### src/rtl/bitop_pkg.sv
package bitop_pkg;
  typedef enum logic [1:0] {
    CMB_SET = 2'b00,
    CMB_AND = 2'b01,
    CMB_OR  = 2'b10,
    CMB_XOR = 2'b11
  } combine_e;

  typedef enum logic [2:0] {
    WR_LOW  = 3'd0,
    WR_HIGH = 3'd1,
    WR_C    = 3'd2,
    WR_NC   = 3'd3,
    WR_Z    = 3'd4,
    WR_NZ   = 3'd5,
    WR_RND  = 3'd6,
    WR_NOT  = 3'd7
  } wr_src_e;
endpackage

### src/rtl/bitop_index_sel.sv
module bitop_index_sel #(
  parameter int SRC_W = 32,
  parameter int IMM_W = 9,
  parameter int IDX_W = 5
) (
  input  logic             imm_sel_i,
  input  logic [IMM_W-1:0] src_imm_i,
  input  logic [SRC_W-1:0] src_reg_i,
  output logic [IDX_W-1:0] idx_o
);
  // upper operand bits carry no meaning here
  logic unused_src_hi;
  assign unused_src_hi = ^{src_imm_i[IMM_W-1:IDX_W], src_reg_i[SRC_W-1:IDX_W]};

  assign idx_o = imm_sel_i ? src_imm_i[IDX_W-1:0] : src_reg_i[IDX_W-1:0];
endmodule

### src/rtl/bitop_flag_path.sv
module bitop_flag_path
  import bitop_pkg::*;
(
  input  logic [2:0] op_i,
  input  logic       bit_i,
  input  logic       flag_i,
  output logic       flag_o
);
  logic     tb;
  combine_e cmb;

  assign tb  = bit_i ^ op_i[0];
  assign cmb = combine_e'(op_i[2:1]);

  always_comb begin
    unique case (cmb)
      CMB_SET: flag_o = tb;
      CMB_AND: flag_o = flag_i & tb;
      CMB_OR:  flag_o = flag_i | tb;
      default: flag_o = flag_i ^ tb;
    endcase
  end
endmodule

### src/rtl/bitop_bit_write.sv
module bitop_bit_write
  import bitop_pkg::*;
#(
  parameter int DATA_W = 32,
  parameter int IDX_W  = $clog2(DATA_W)
) (
  input  logic [2:0]        op_i,
  input  logic [IDX_W-1:0]  idx_i,
  input  logic [DATA_W-1:0] word_i,
  input  logic              c_i,
  input  logic              z_i,
  input  logic              rnd_i,
  output logic              old_o,
  output logic [DATA_W-1:0] word_o
);
  logic    new_bit;
  wr_src_e src;

  assign old_o = word_i[idx_i];
  assign src   = wr_src_e'(op_i);

  always_comb begin
    unique case (src)
      WR_LOW:  new_bit = 1'b0;
      WR_HIGH: new_bit = 1'b1;
      WR_C:    new_bit = c_i;
      WR_NC:   new_bit = ~c_i;
      WR_Z:    new_bit = z_i;
      WR_NZ:   new_bit = ~z_i;
      WR_RND:  new_bit = rnd_i;
      default: new_bit = ~old_o;
    endcase
  end

  for (genvar i = 0; i < DATA_W; i++) begin : g_ins
    assign word_o[i] = (idx_i == IDX_W'(i)) ? new_bit : word_i[i];
  end
endmodule

### src/rtl/bitop_unit.sv
module bitop_unit #(
  parameter int DATA_W = 32,
  parameter int IMM_W  = 9,
  localparam int IDX_W = $clog2(DATA_W)
) (
  input  logic              clk_i,
  input  logic              rst_ni,
  input  logic [2:0]        op_i,
  input  logic              c_eff_i,
  input  logic              z_eff_i,
  input  logic              imm_sel_i,
  input  logic [IMM_W-1:0]  src_imm_i,
  input  logic [DATA_W-1:0] src_reg_i,
  input  logic [DATA_W-1:0] dst_i,
  input  logic              c_i,
  input  logic              z_i,
  input  logic              cond_i,
  input  logic              rnd_i,
  output logic [DATA_W-1:0] result_o,
  output logic              reg_we_o,
  output logic              c_o,
  output logic              z_o,
  output logic              c_we_o,
  output logic              z_we_o
);
  logic [IDX_W-1:0]  idx;
  logic              old_bit;
  logic [DATA_W-1:0] wr_word;
  logic              tgt_flag, cmb_flag;
  logic              is_test, is_wpcz;

  logic [DATA_W-1:0] res_d;
  logic              rwe_d, c_d, z_d, cwe_d, zwe_d;

  bitop_index_sel #(.SRC_W(DATA_W), .IMM_W(IMM_W), .IDX_W(IDX_W)) u_idx (
    .imm_sel_i (imm_sel_i),
    .src_imm_i (src_imm_i),
    .src_reg_i (src_reg_i),
    .idx_o     (idx)
  );

  bitop_bit_write #(.DATA_W(DATA_W), .IDX_W(IDX_W)) u_wr (
    .op_i   (op_i),
    .idx_i  (idx),
    .word_i (dst_i),
    .c_i    (c_i),
    .z_i    (z_i),
    .rnd_i  (rnd_i),
    .old_o  (old_bit),
    .word_o (wr_word)
  );

  assign tgt_flag = c_eff_i ? c_i : z_i;

  bitop_flag_path u_flag (
    .op_i   (op_i),
    .bit_i  (old_bit),
    .flag_i (tgt_flag),
    .flag_o (cmb_flag)
  );

  assign is_test = c_eff_i ^ z_eff_i;
  assign is_wpcz = c_eff_i & z_eff_i;

  always_comb begin
    res_d = dst_i;
    rwe_d = 1'b0;
    c_d   = c_i;
    z_d   = z_i;
    cwe_d = 1'b0;
    zwe_d = 1'b0;
    if (cond_i) begin
      if (is_test) begin
        cwe_d = c_eff_i;
        zwe_d = z_eff_i;
        if (c_eff_i) c_d = cmb_flag;
        else         z_d = cmb_flag;
      end else begin
        res_d = wr_word;
        rwe_d = 1'b1;
        if (is_wpcz) begin
          // old bit sampled before the write edge
          c_d   = old_bit;
          z_d   = ~old_bit;
          cwe_d = 1'b1;
          zwe_d = 1'b1;
        end
      end
    end
  end

  always_ff @(posedge clk_i or negedge rst_ni) begin
    if (!rst_ni) begin
      result_o <= '0;
      reg_we_o <= 1'b0;
      c_o      <= 1'b0;
      z_o      <= 1'b0;
      c_we_o   <= 1'b0;
      z_we_o   <= 1'b0;
    end else begin
      result_o <= res_d;
      reg_we_o <= rwe_d;
      c_o      <= c_d;
      z_o      <= z_d;
      c_we_o   <= cwe_d;
      z_we_o   <= zwe_d;
    end
  end
endmodule

### config.mk
export PLATFORM = sky130hd
export DESIGN_NAME = bitop_unit
export DESIGN_NICKNAME = d
export VERILOG_FILES = /design/src/rtl/bitop_pkg.sv /design/src/rtl/bitop_index_sel.sv /design/src/rtl/bitop_flag_path.sv /design/src/rtl/bitop_bit_write.sv /design/src/rtl/bitop_unit.sv
export SDC_FILE = /design/constraint.sdc
export NUM_CORES = 1
export LEC_CHECK = 0
export BUFFER_PORTS_ARGS = -buffer_cell sky130_fd_sc_hd__buf_2
export CELL_PAD_IN_SITES_DETAIL_PLACEMENT = 2
export CELL_PAD_IN_SITES_GLOBAL_PLACEMENT = 2
export CORE_MARGIN = 10
export CORE_UTILIZATION = 24
export CTS_CLUSTER_SIZE = 16
export DETAILED_ROUTE_END_ITERATION = 10
export PLACE_DENSITY_LB_ADDON = 0.2
export SLEW_MARGIN = 20
export SYNTH_ARGS = -nofsm -noshare
export SYNTH_HDL_FRONTEND = slang
export SYNTH_SLANG_ARGS = --single-unit
### constraint.sdc
create_clock -name clk_i -period 0.8 [get_ports clk_i]
set_input_delay 0.16 -clock clk_i [delete_from_list [all_inputs] [get_ports clk_i]]
set_output_delay 0.16 -clock clk_i [all_outputs]
set_load 0.005 [all_outputs]
After elaboration in Yosys (flattened, before gate mapping)

Index checks and enable logic that the tools add are counted.

Bits in registers: 37
Input port bits: 85
Output and inout bits: 37
Word-level logic and storage cells: 113

Muxes and demuxes: 55
Magnitude comparators: 1
Reduce and logical (&&, ||, !) cells: 3
Equal/unequal tests: 39
Bitwise logic cells: 9

Operator list:

| cell               | count |
|---|---|
| $eq 5x5->1 const B | 16 |
| $mux 32            | 2 |
| $mux 1             | 49 |
| $eq 5x4->1 const B | 8 |
| $eq 5x3->1 const B | 4 |
| $eq 5x2->1 const B | 2 |
| $eq 3x3->1 const B | 3 |
| $pmux 1 s7         | 1 |
| $eq 3x2->1 const B | 2 |
| $lt 5x6->1 const B | 1 |
| $bmux 1 s5         | 1 |
| $eq 5x1->1 const B | 1 |
| $logic_not 5->1    | 1 |
| $mux 5             | 1 |
| $eq 3x1->1 const B | 1 |
| $logic_not 3->1    | 1 |
| $not 1->1          | 3 |
| $pmux 1 s3         | 1 |
| $xor 1x1->1        | 3 |
| $and 1x1->1        | 2 |
| $eq 2x1->1 const B | 1 |
| $eq 2x2->1 const B | 1 |
| $logic_not 2->1    | 1 |
| $or 1x1->1         | 1 |

Longest topological paths before layout

Depth in word-level cells: 9
Depth in mapped cells: 14
Gate-level depth less buffers: 12

Hierarchy

From an unflattened synthesis, not the netlist that was laid out.

Cells, all modules: 244
Area, all modules: 2721.4 sq um

Modules (own cells, without submodules):

| module          | cells each | instances | area each (sq um) | sequential area each (sq um) |
|---|---|---|---|---|
| bitop_unit      | 92         | 1         | 1585.3            | 925.9 |
| bitop_bit_write | 141        | 1         | 1019.7            | 0.0 |
| bitop_flag_path | 6          | 1         | 60.1              | 0.0 |
| bitop_index_sel | 5          | 1         | 56.3              | 0.0 |

Worst setup path after synthesis

OpenSTA, ideal clock, no wires.

Path kind: input port to flip-flop
From: in imm_sel_i
To: reg z_o
Arrival: 2.673 ns
Setup time: 0.134 ns
Slack: -2.007 ns
Path buffers: 2
Required time: 0.666 ns
Cell stages on the path: 14
Path through: buf_6 -> mux2_4 -> buf_6 -> mux4_2 -> nor2_1 -> o41ai_2 -> nand2_1 -> xnor2_1 -> ha_1 -> nand2b_1 -> o211ai_1 -> o21ai_0 -> o41ai_1 -> o211ai_1

Longest elaborated chain between the ends: 9
Elaborated cells between the ends (all ways): 13
Classes of those cells: 8 x mux; 5 x bitwise

Ends and longest elaborated chain:

| element                             | RTL line              | text |
|---|---|---|
| from (decl)                         | bitop_unit.sv:11      | `input logic imm_sel_i,` |
| $mux 5 *                            | bitop_index_sel.sv:15 | `assign idx_o = imm_sel_i ? src_imm_i[IDX_W-1:0] : src_reg_i[IDX_W-1:0];` |
| $bmux 1 s5 *                        | bitop_bit_write.sv:19 | `assign old_o = word_i[idx_i];` |
| $mux 1 (not written as such) *      | bitop_bit_write.sv:19 |  |
| $xor 1x1->1                         | bitop_flag_path.sv:12 | `assign tb = bit_i ^ op_i[0];` |
| $xor 1x1->1 (tied with other cells) | bitop_flag_path.sv:20 | `default: flag_o = flag_i ^ tb;` |
| $pmux 1 s3                          | bitop_flag_path.sv:16 | `unique case (cmb)` |
| $mux 1                              | bitop_unit.sv:76      | `if (c_eff_i) c_d = cmb_flag;` |
| $mux 1 *                            | bitop_unit.sv:73      | `if (is_test) begin` |
| $mux 1 *                            | bitop_unit.sv:72      | `if (cond_i) begin` |
| net z_d                             | bitop_unit.sv:33      | `logic rwe_d, c_d, z_d, cwe_d, zwe_d;` |
| to (signal assigned)                | bitop_unit.sv:104     | `z_o <= z_d;` |
| to (decl)                           | bitop_unit.sv:22      | `output logic z_o,` |

Mark *: on every way through the listed nets, which the timed path passes. The rest lies on a longest branch. The select of a mux whose other input is x is not followed.

Final worst setup path

From: in imm_sel_i
To: reg c_o

Longest elaborated chain between the ends: 9
Elaborated cells between the ends (all ways): 12
Classes of those cells: 8 x mux; 4 x bitwise

Ends and longest elaborated chain:

| element                             | RTL line              | text |
|---|---|---|
| $mux 5 *                            | bitop_index_sel.sv:15 |  |
| $bmux 1 s5 *                        | bitop_bit_write.sv:19 |  |
| $mux 1 (not written as such) *      | bitop_bit_write.sv:19 |  |
| $xor 1x1->1                         | bitop_flag_path.sv:12 |  |
| $xor 1x1->1 (tied with other cells) | bitop_flag_path.sv:20 |  |
| $pmux 1 s3                          | bitop_flag_path.sv:16 |  |
| $mux 1                              | bitop_unit.sv:76      |  |
| $mux 1 *                            | bitop_unit.sv:73      |  |
| $mux 1 *                            | bitop_unit.sv:72      |  |
| net c_d                             | bitop_unit.sv:33      |  |
| to (signal assigned)                | bitop_unit.sv:96      | `c_o <= 1'b0;` |
| to (signal assigned)                | bitop_unit.sv:103     | `c_o <= c_d;` |
| to (decl)                           | bitop_unit.sv:21      | `output logic c_o,` |

Marked as above.

==> run summary <==
PortBufs -> 90
GR met1 Demand/Resource -> 18.6%
total track usage -> 16.7%
cell type with the highest aggregate area in the netlist -> dfrtp_1
initial antenna violation count -> 0
Slew Viols, Final -> 0
overall power -> 5.83 mW
first-pass GRT wire length -> 17.1 mm
Synth top cells by count -> nand2_1 (58), dfrtp_1 (37), o21ai_0 (19)
RD Place Congestion -> 0.824
violated checks -> setup timing
Final setup violation count -> 72
post-detail-place hpwl -> 7.77 mm
RSZ-0062 raised after global routing -> yes
Syn. warnings -> 0
WL/cell -> 22.8 um
CP Max Fanout -> 6
die area -> 13200 um2
GRT busiest layer -> met2
Die H -> 115 um
Max VDD drop -> 0.000649 V
sequential fraction of the synthesis area -> 43.0%
GRT overflow -> 0
Max-Cap Viols -> 0
Row Count -> 34
Yosys cell types -> 41
Post-Syn Nets -> 315
setup ws final -> -1.84 ns
Num CTS Buffers -> 5
Root Driver -> clkbuf_8
EDFF count, synth -> 0
Max Clock Freq -> 379 MHz
DR vias -> 2545
Hold Crit Class -> input pin to flip-flop
Hold Fails Final Rpt -> 0
Post-Syn Instances -> 228
slew of the pin with the lowest slew margin -> 0.505 ns
GR Util met3 -> 4.90%
DR vias/cell -> 5.15
leakage -> 1.74 nW
Starting Density -> 24.7%
antenna-violating nets left -> 0
Reg clk slew, reported paths -> 0.08 ns
Placed Instances -> 470
CTS sink count -> 37
DRC -> 0
Area after DPL -> 3150 um2
Antenna Cells -> 0
largest net degree at the start of global routing -> 38
TritonCTS clock tree -> built
most frequent cell after synthesis -> nand2_1
WL final -> 11.2 mm
post-route cell area -> 3880 um2
worst path arrival time -> 2.80 ns
Die W -> 115 um
critical path launch point type -> input pin
Area contributors post-synth -> dfrtp_1 (43%), nand2_1 (10%), mux4_2 (8.4%), o31ai_1 (5.2%), o21ai_0 (4.4%)
Layout Utilization -> 44.4%
CP Capture Type -> flip-flop
outcome -> finished, violations left
CORE AREA -> 8720 um2
Most used DFF post-synth -> dfrtp_1
PD cells -> 1510 nW/um2
Required @ worst endpoint -> 0.97 ns
nets@finish -> 472
DR pass1 iterations -> 4
initial DRC count -> 60
Synth Cell Area -> 2150 um2
Non-Filler Instances -> 494
Max Root-Sink Buffers -> 2
Place WS -> -2.12 ns
vias in the first global route -> 2915
Slew HR -> 66.2%
shortest period the worst path allows -> 2.64 ns
Setup CP Type -> input pin to flip-flop
area growth from synthesis to layout -> 79.9%
# IOs -> 122
average cell area after synthesis -> 9.45 um2
H-tree levels -> 2
met2 global-route usage -> 30.5%
share of layout cells above drive strength 1 -> 59.1%
Async SR Flop Fraction -> 100%
area share of the largest cell type after synthesis -> 43.0%
Tcrit/Tclk final -> 330%
Synth Register Bits -> 37
==> critical path, stage by stage <==
cell and delay (ns):
buf_8 0.11, mux2_4 0.38, mux4_2 0.42, nor2_4 0.06, o41ai_4 0.36, nand2_1 0.13, xnor2_1 0.15, ha_1 0.28
nand2b_4 0.14, o211ai_1 0.11, o21ai_1 0.14, nor3_1 0.25, a31oi_1 0.11
==> cells by family (layout without fill, tap and decap cells) <==
| kind of cell | count (synthesis) | after routing | share of synthesized area, % |
|---|---|---|---|
| AOI/OAI and AO/OA | 70 | 70 | 21.5 |
| xor gates and xnor gates | 1 | 1 | 0.407 |
| adders and majority gates | 2 | 2 | 1.16 |
| buffers and inverters | 11 | 169 | 2.79 |
| DFF | 37 | 37 | 43.0 |
| muxes | 18 | 18 | 14.1 |
| and+or+nand+nor | 89 | 89 | 17.1 |
==> flip-flops by register name, summed over array words and instances (netlist names) <==
signal / flops
z_o: 1
result_o: 32
c_o: 1
z_we_o: 1
c_we_o: 1
reg_we_o: 1
==> layer usage <==
layer	vias to the layer above	share of wire, %	wire length, um
li1	1156	-	-
met1	1294	39	4370
met2	81	53	5970
met3	14	6.4	721
met4	0	1.6	178
met5	-	0	0
==> through the flow <==
| stage | setup TNS [ns] | hold slack (ns) |
|---|---|---|
| global placement | -56.52 | 0.136 |
| CTS | -53.34 | 0.0928 |
| finish | -54.96 | 0.109 |
| detailed placement | -58.92 | 0.144 |
| global route | -58.42 | 0.0962 |
| floorplan | -47.35 | -0.136 |
==> cell type report <==
| cell class | instances | area (um2) |
|---|---|---|
| clock buffer | 7 | 86.3 |
| clock inverter | 1 | 30.0 |
| fill | 926 | 4840 |
| inverter | 1 | 3.75 |
| multi-input combinational | 180 | 1550 |
| sequential | 37 | 926 |
| tap | 108 | 135 |
| timing repair buffer | 160 | 1140 |
==> power breakdown <==
part | switching [mW] | internal [mW] | leakage [nW]
Clock | 0.671 | 1.02 | 0.0585
Sequential | 0.0305 | 1.98 | 0.436
Combinational | 1.08 | 1.05 | 1.24
Total | 1.78 | 4.05 | 1.74
==> cell usage in the layout, fill, tap and decap left out, types with 3 or more instances in the layout <==
master | Yosys | layout
buf_4 | 0 | 53
nand2b_1 | 5 | 3
mux2i_1 | 4 | 3
mux2_2 | 4 | 3
nor2b_1 | 3 | 3
nor2_4 | 0 | 3
buf_16 | 0 | 3
dfrtp_1 | 37 | 37
nand2_1 | 58 | 58
o31ai_4 | 0 | 14
buf_12 | 0 | 4
nor2_2 | 0 | 3
mux4_2 | 8 | 8
o21ai_0 | 19 | 18
clkbuf_8 | 0 | 6
buf_2 | 3 | 88
nor2_1 | 16 | 10
buf_6 | 2 | 9
o21ai_2 | 0 | 17
==> final timing paths <==
path | start | endpoint | slack [ns] | depth (start not counted)
setup / recovery | imm_sel_i | c_o$_DFF_PN0_ | -1.84 | 13
hold / removal | dst_i[28] | result_o[28]$_DFF_PN0_ | 0.11 | 3
max in group asynchronous | rst_ni | result_o[8]$_DFF_PN0_ | 0.25 | 3
min in group asynchronous | rst_ni | result_o[30]$_DFF_PN0_ | 0.36 | 3
==> repair_timing <==
action	4_1_cts	5_1_grt
hold buffers	1	0
setup buffers	8	6
gates cloned	3	0
gates resized for setup	70	13
pin swaps	8	2
endpoints found under the hold margin	37	0
setup endpoints to repair	72	72
(Power assumes the default switching activity.)
